**src/rtl/snsr_i2c_pkg.sv**
```systemverilog
package snsr_i2c_pkg;

    localparam int          BYTE_W     = 8;
    localparam int          WORD_W     = 16;
    localparam int          RD_BYTES   = 2 * WORD_W / BYTE_W;
    localparam logic [3:0]  DEV_ID_HI  = 4'b1000;
    localparam logic [7:0]  CMD_SLEEP  = 8'h8C;
    localparam logic [7:0]  CMD_INIT   = 8'h00;

    typedef enum logic [2:0] {
        ST_IDLE,
        ST_ADDR,
        ST_ADDR_ACK,
        ST_WR,
        ST_WR_ACK,
        ST_RD,
        ST_RD_ACK
    } bus_st_e;

    typedef struct packed {
        logic rise;
        logic fall;
        logic start;
        logic stop;
    } bus_evt_t;

    // Loopback test: top bit set, but the sleep code keeps its own meaning.
    function automatic logic is_loopback(input logic [BYTE_W-1:0] c);
        return c[BYTE_W-1] && (c != CMD_SLEEP);
    endfunction

endpackage

```
**src/rtl/snsr_bus_events.sv**
```systemverilog
module snsr_bus_events
    import snsr_i2c_pkg::*;
(
    input  logic     clk,
    input  logic     rst,
    input  logic     scl,
    input  logic     sda,
    output bus_evt_t evt
);
    logic scl_q, sda_q;

    always_ff @(posedge clk) begin
        if (rst) begin
            scl_q <= 1'b1;
            sda_q <= 1'b1;
        end else begin
            scl_q <= scl;
            sda_q <= sda;
        end
    end

    always_comb begin
        evt.rise  = scl & ~scl_q;
        evt.fall  = ~scl & scl_q;
        evt.start = scl & scl_q & sda_q & ~sda;
        evt.stop  = scl & scl_q & ~sda_q & sda;
    end
endmodule

```
**src/rtl/snsr_cmd_store.sv**
```systemverilog
module snsr_cmd_store
    import snsr_i2c_pkg::*;
#(
    parameter int            W       = BYTE_W,
    parameter logic [W-1:0]  INIT    = CMD_INIT
)(
    input  logic         clk,
    input  logic         rst,
    input  logic         load,
    input  logic         reissue,
    input  logic [W-1:0] din,
    output logic [W-1:0] cmd,
    output logic         strobe,
    output logic         loopback
);
    always_ff @(posedge clk) begin
        if (rst) begin
            cmd    <= INIT;
            strobe <= 1'b0;
        end else begin
            strobe <= load | reissue;
            if (load) cmd <= din;
        end
    end

    assign loopback = is_loopback(cmd);
endmodule

```
**src/rtl/snsr_read_shadow.sv**
```systemverilog
module snsr_read_shadow
    import snsr_i2c_pkg::*;
#(
    parameter int W  = WORD_W,
    parameter int NB = 2 * W / BYTE_W,
    localparam int IDX_W = $clog2(NB)
)(
    input  logic              clk,
    input  logic              rst,
    input  logic              capture,
    input  logic [W-1:0]      result,
    input  logic [W-1:0]      cycles,
    input  logic              ext_timing,
    input  logic              loopback,
    input  logic [BYTE_W-1:0] loop_val,
    input  logic [IDX_W-1:0]  sel,
    output logic [BYTE_W-1:0] byte_o,
    output logic [IDX_W:0]    avail
);
    logic [2*W-1:0]    src;
    logic [BYTE_W-1:0] shd [NB];

    assign src = {cycles, result};

    for (genvar b = 0; b < NB; b++) begin : g_byte
        always_ff @(posedge clk) begin
            if (rst)          shd[b] <= '0;
            else if (capture) shd[b] <= loopback ? loop_val : src[b*BYTE_W +: BYTE_W];
        end
    end

    always_ff @(posedge clk) begin
        if (rst)          avail <= '0;
        else if (capture) avail <= ext_timing ? (IDX_W+1)'(NB) : (IDX_W+1)'(NB/2);
    end

    assign byte_o = shd[sel];
endmodule

```
**src/rtl/snsr_i2c_slave.sv**
```systemverilog
module snsr_i2c_slave
    import snsr_i2c_pkg::*;
(
    input  logic        clk,
    input  logic        rst,
    input  logic        scl_i,
    input  logic        sda_i,
    input  logic [2:0]  strap_i,
    input  logic [15:0] result_i,
    input  logic [15:0] cycles_i,
    input  logic        ext_timing_i,
    output logic        sda_pull,
    output logic [7:0]  cmd_byte,
    output logic        cmd_strobe
);
    localparam int IDX_W = $clog2(RD_BYTES);

    bus_evt_t           evt;
    bus_st_e            st;
    logic [3:0]         bitcnt;
    logic [BYTE_W-1:0]  sr, rd_sh, byte_o;
    logic               rw, wr_empty, nak, loopback;
    logic [IDX_W:0]     idx, next_idx, avail;
    logic [IDX_W-1:0]   sel;
    logic               byte_end, addr_hit, capture, load, reissue;

    snsr_bus_events u_evt (.clk(clk), .rst(rst), .scl(scl_i), .sda(sda_i), .evt(evt));

    snsr_cmd_store #(.W(BYTE_W), .INIT(CMD_INIT)) u_cmd (
        .clk(clk), .rst(rst), .load(load), .reissue(reissue), .din(sr),
        .cmd(cmd_byte), .strobe(cmd_strobe), .loopback(loopback)
    );

    snsr_read_shadow #(.W(WORD_W)) u_shd (
        .clk(clk), .rst(rst), .capture(capture), .result(result_i),
        .cycles(cycles_i), .ext_timing(ext_timing_i), .loopback(loopback),
        .loop_val(cmd_byte), .sel(sel), .byte_o(byte_o), .avail(avail)
    );

    always_comb begin
        byte_end = evt.fall && (bitcnt == 4'd8);
        addr_hit = (sr[7:1] == {DEV_ID_HI, strap_i});
        capture  = (st == ST_ADDR) && byte_end && addr_hit && sr[0];
        load     = (st == ST_WR) && byte_end && !evt.start && !evt.stop;
        reissue  = (evt.start || evt.stop) && wr_empty;
        next_idx = idx + 1'b1;
        sel      = (st == ST_ADDR_ACK) ? '0 : next_idx[IDX_W-1:0];
    end

    always_ff @(posedge clk) begin
        if (rst) begin
            st       <= ST_IDLE;
            bitcnt   <= '0;
            sr       <= '0;
            rd_sh    <= '0;
            rw       <= 1'b0;
            wr_empty <= 1'b0;
            nak      <= 1'b0;
            idx      <= '0;
            sda_pull <= 1'b0;
        end else if (evt.start) begin
            st       <= ST_ADDR;
            bitcnt   <= '0;
            wr_empty <= 1'b0;
            sda_pull <= 1'b0;
        end else if (evt.stop) begin
            st       <= ST_IDLE;
            wr_empty <= 1'b0;
            sda_pull <= 1'b0;
        end else begin
            unique case (st)
                ST_ADDR, ST_WR: begin
                    if (evt.rise) begin
                        sr     <= {sr[6:0], sda_i};
                        bitcnt <= bitcnt + 4'd1;
                    end else if (byte_end) begin
                        bitcnt <= '0;
                        if (st == ST_WR) begin
                            st       <= ST_WR_ACK;
                            sda_pull <= 1'b1;
                            wr_empty <= 1'b0;
                        end else if (addr_hit) begin
                            st       <= ST_ADDR_ACK;
                            sda_pull <= 1'b1;
                            rw       <= sr[0];
                        end else begin
                            st <= ST_IDLE;
                        end
                    end
                end
                ST_ADDR_ACK: if (evt.fall) begin
                    bitcnt <= '0;
                    idx    <= '0;
                    if (rw) begin
                        st       <= ST_RD;
                        rd_sh    <= byte_o;
                        sda_pull <= ~byte_o[7];
                    end else begin
                        st       <= ST_WR;
                        sda_pull <= 1'b0;
                        wr_empty <= 1'b1;
                    end
                end
                ST_WR_ACK: if (evt.fall) begin
                    st       <= ST_WR;
                    sda_pull <= 1'b0;
                end
                ST_RD: begin
                    if (evt.rise) begin
                        bitcnt <= bitcnt + 4'd1;
                    end else if (byte_end) begin
                        st       <= ST_RD_ACK;
                        sda_pull <= 1'b0;
                        bitcnt   <= '0;
                    end else if (evt.fall) begin
                        sda_pull <= ~rd_sh[6];
                        rd_sh    <= {rd_sh[6:0], 1'b0};
                    end
                end
                ST_RD_ACK: begin
                    if (evt.rise) begin
                        nak <= sda_i;
                    end else if (evt.fall) begin
                        if (!nak && (next_idx < avail)) begin
                            st       <= ST_RD;
                            idx      <= next_idx;
                            rd_sh    <= byte_o;
                            sda_pull <= ~byte_o[7];
                        end else begin
                            st       <= ST_IDLE;
                            sda_pull <= 1'b0;
                        end
                    end
                end
                default: ;
            endcase
        end
    end
endmodule

```
**config.mk**
```make
export PLATFORM = sky130hd
export DESIGN_NAME = snsr_i2c_slave
export DESIGN_NICKNAME = d
export VERILOG_FILES = /design/src/rtl/snsr_i2c_pkg.sv /design/src/rtl/snsr_bus_events.sv /design/src/rtl/snsr_cmd_store.sv /design/src/rtl/snsr_read_shadow.sv /design/src/rtl/snsr_i2c_slave.sv
export SDC_FILE = /design/constraint.sdc
export NUM_CORES = 1
export LEC_CHECK = 0
export ABC_AREA = 1
export ABC_CLOCK_PERIOD_IN_PS = 2150
export BUFFER_PORTS_ARGS = -buffer_cell sky130_fd_sc_hd__buf_2
export CORE_MARGIN = 2
export CORE_UTILIZATION = 50
export CTS_BUF_LIST = sky130_fd_sc_hd__clkbuf_8
export CTS_CLUSTER_DIAMETER = 80
export DETAILED_ROUTE_END_ITERATION = 16
export PLACE_DENSITY = 0.74
export SLEW_MARGIN = 20
export SYNTH_ARGS = -nofsm -noshare
export SYNTH_HDL_FRONTEND = slang
export SYNTH_SLANG_ARGS = --single-unit
```
**constraint.sdc**
```tcl
create_clock -name clk -period 2.15 [get_ports clk]
set_input_delay 0.1075 -clock clk [delete_from_list [all_inputs] [get_ports clk]]
set_output_delay 0.1075 -clock clk [all_outputs]
set_load 0.05 [all_outputs]
```
==> summary.md <==
Global-route wire length before repair: 15.1 mm. After synthesis the cells add up to 0.00386 mm2. Entering global routing, the biggest net connects 33 pins. After synthesis the netlist holds a flip-flop and latch count of 74.

Clock latency on the worst-skew pair, taken at its later pin, is 0.35 ns. For the fmax, the log shows 517 MHz. In this run the critical register-to-register path is launched from idx[0].

The fraction of layout instances using a drive strength above 1 came out at 0.181. The die is 91.8 um wide. For the pin with the worst max-slew slack, the measured transition is 0.471 ns. In this run the deepest clock path goes through 2 buffers. The post-detailed-route via-to-cell ratio is 5.27, and the I/O pin total is 50.

For the area of the core region, the log shows 0.00761 mm2. The worst supply voltage drop on vdd came out at 0.000455 V. For this run, the leading register cell type out of synthesis is dfxtp_1. Detailed placement ended at an HPWL of 6.53 mm. Final-report setup violation count: 0. Final setup skew: 0.0166 ns.

The library cell occupying the most area in the post-synthesis netlist was edfxtp_1. After clock tree synthesis, the clock-pin slew on the worst setup and hold paths is 0.08 ns. Weighted congestion at the end of routability-driven global placement: 0.954. The die covers 0.00843 mm2. The net count of the finished layout is 597. Final global-route overflow total: 0. The complex-gate fraction of the synthesized area works out to 0.108.

For the number of buffers created by CTS, the log shows 9. For the post-detailed-route count of antenna-violating nets, the log shows 0. Row generation in the floorplan step produced 32 rows. The number of port buffers came out at 49. The tree is rooted in a clkbuf_8.

The total number of vias came out at 3481. Xor/xnor cell area share of the yosys netlist: 0.0159. STA classifies the critical path startpoint as a flop. For the max-slew headroom at the worst pin, the log shows 0.686. The run gives 644 as the post-placement cell count. Dividing total power by cell area gives a power density of 872 mW/mm2.

TritonCTS built the clock tree. The path class of the tightest hold or removal check is in -> reg. The H-tree generated during clock tree synthesis spans 3 levels. Async set-reset flop share out of synthesis: 0. The portion of netlist area occupied by mux cells was 0. The area growth from synthesis to layout is 13.9%. Setup repair after global routing left no endpoint under its margin. The simple-gate share of the synthesized area came out at 0.320.

The final critical delay including setup and external delays was 1.94 ns. The final max-slew violation count is 0, and the share of the clock period used by the worst path after layout is 0.900. For this run, the detailed router's first-pass iteration total came to 4. The tools report the gate count of the mapped netlist as 503.

Measured in cells, the most critical reg-to-reg path has a length of 11. The run gives 0 as the number of antenna violations at the first check in global routing. The post-synthesis adder-cell area fraction was 0.0130; the combined global-route utilization of all metal layers was 0.224. For this run, the number of Yosys warnings is 0. Yosys attributes the largest share of cell area to edfxtp_1 25%, dfxtp_1 22%, nand2_1 11%, a21oi_1 7.1%, nor2_1 6.9%. The share of synthesized area occupied by flip-flops and latches came out at 0.467. Ranked by instance count, the synthesized netlist is headed by 112 x nand2_1, 71 x nor2_1, 55 x a21oi_1. The leakage power came out at 0.00206 uW.

The worst setup path is captured at a flop. For the remaining routing DRC violations, the log shows 0. For the number of max-capacitance violations reported, the log shows 0. The number of non-filler instances in the completed layout is 660, and the count of cells along the worst hold path is 3. The tools report the routed wire length as 8.89 mm. For the hold-fix buffer count after cts, the log shows 0. The highest fanout seen on the critical path was 7; the sink count of the clock tree was 74. Number of antenna repair diodes: 0.

The critical path is of the reg -> reg type. Across all register-to-register paths, the minimum setup slack is 0.21 ns. The tools report the required time of the critical path as 2.38 ns.

The run gives 2.17 ns as the critical path arrival. The first routing iteration left 270 violations. Counting distinct cell types in the post-synthesis netlist gives 31.

The post-synthesis area per instance was 7.67 um2. The largest family of logic cells by synthesized area was simple AND/OR/NAND/NOR gates. The run finished with clean final reports. Wire length per cell: 13.5 um. Starting density of the core: 0.507. The die span in y works out to 91.8 um.

The most instantiated library cell after synthesis is nand2_1. The worst hold path begins at sda_i. The tools report the number of hold-slack violations in the final timing report as 0. The tools report the hold path endpoint as u_evt.sda_q. The number of global-route vias before repair was 3229.

Synthesized netlist net count: 547. The portion of synthesized cell area occupied by the leading cell type was 0.249. The worst register-to-register path ends at rd_sh[5]. The run gives 0 ns as the total negative slack.

Counting flops with a built-in enable in the synthesized netlist gives 32.
## kinds of logic after synthesis
family                     count (synthesis)
buffers and inverters                     68
DFF                                       74
xor gates and xnor gates                   7
AOI/OAI and AO/OA                         81
and+or+nand+nor                          269
adders and majority gates                  4
## metrics by stage
stage | setup slack, ns | total power (uW) | hold WS [ns] | area (um2) | utilization
final | 0.214 | 3830 | 0.0162 | 4390 | 0.577
after global routing | 0.00109 | 4080 | 0.0261 | 4390 | 0.577
after CTS | 0.214 | 3840 | 0.000720 | 4390 | 0.576
after detailed placement | 0.221 | 2770 | 0.373 | 4190 | 0.551
after global placement | 0.293 | 2740 | 0.370 | 4190 | 0.551
after floorplan | 0.235 | 2530 | 0.186 | 3860 | -
## worst max path at each step
stage | slack, ns | end | cells past startpoint | startpoint
global route | 0.001 | rd_sh[3] | 11 | idx[0]
finish | 0.21 | rd_sh[5] | 11 | idx[0]
global placement | 0.29 | rd_sh[0] | 11 | idx[0]
detailed placement | 0.22 | rd_sh[5] | 11 | idx[0]
CTS | 0.21 | rd_sh[5] | 11 | idx[0]
floorplan | 0.24 | u_shd.shd[0][0] | 8 | bitcnt[0]
## registers in the layout, indices dropped and copies added (netlist names), 2 cells and up
register     flops
u_shd.shd       32
sr               8
u_cmd.cmd        8
rd_sh            7
bitcnt           4
idx              3
st               3
u_shd.avail      2
## worst max-delay path, cell delays in order (launching register included)
cell	delay [ns]
dfxtp_1	0.39
ha_1	0.21
xor2_2	0.17
ha_1	0.25
nand2_1	0.08
nand2_1	0.05
nand2_1	0.07
inv_1	0.05
nor2_1	0.12
nand3b_1	0.24
nand2_1	0.13
a21oi_1	0.07
## area by class of cell
cell class | count | area, um2
clock buffers | 9 | 124
well taps | 102 | 128
flip-flops and latches | 74 | 1800
fillers | 736 | 3210
inverters | 51 | 191
multi-input cells | 361 | 1770
repair buffers | 56 | 310
clock inverters | 7 | 68.8
## per-layer routing
layer | up-vias | track usage | part of all wire
met2 | 97 | 0.360 | 0.46
met3 | 17 | 0.0394 | 0.047
met1 | 1622 | 0.303 | 0.47
met5 | - | 0 | 0
li1 | 1745 | - | -
met4 | 0 | 0.0821 | 0.019
## repair_timing
item	4_1_cts	5_1_grt
resized for setup	0	1
setup endpoints to repair	0	7
setup buffers	0	0
## cells in the final DEF (no fill, tap or decap)
| cell | count |
|---|---|
| nand4_1 | 5 |
| clkbuf_8 | 9 |
| inv_4 | 1 |
| clkinvlp_4 | 1 |
| dfxtp_1 | 42 |
| nor2_4 | 6 |
| xor2_1 | 5 |
| nand2_4 | 1 |
| clkinv_1 | 1 |
| inv_1 | 46 |
| ha_1 | 4 |
| buf_2 | 49 |
| nand2_2 | 3 |
| nor2_2 | 4 |
| inv_2 | 6 |
| edfxtp_1 | 32 |
| a311oi_1 | 1 |
| inv_6 | 1 |
| a21boi_1 | 1 |
| nor3_1 | 6 |
| buf_12 | 1 |
| buf_4 | 6 |
| a21oi_1 | 55 |
| nand3b_1 | 8 |
| xnor2_1 | 1 |
| nand3_4 | 1 |
| xor2_2 | 1 |
| o21ai_0 | 23 |
| nand2_1 | 111 |
| nand3_2 | 1 |
| nor2_1 | 71 |
| nand3_1 | 44 |
| clkinv_4 | 1 |
| bufinv_16 | 1 |
| nor3_4 | 1 |
| o2111ai_1 | 1 |
| or2_2 | 7 |
## report_power, final
part | total (uW) | switching [uW] | internal [uW]
clock network | 1080 | 542 | 535
logic | 1110 | 737 | 377
registers | 1640 | 83.8 | 1560
total | 3830 | 1360 | 2470
Power figures use the tool's default switching activity.
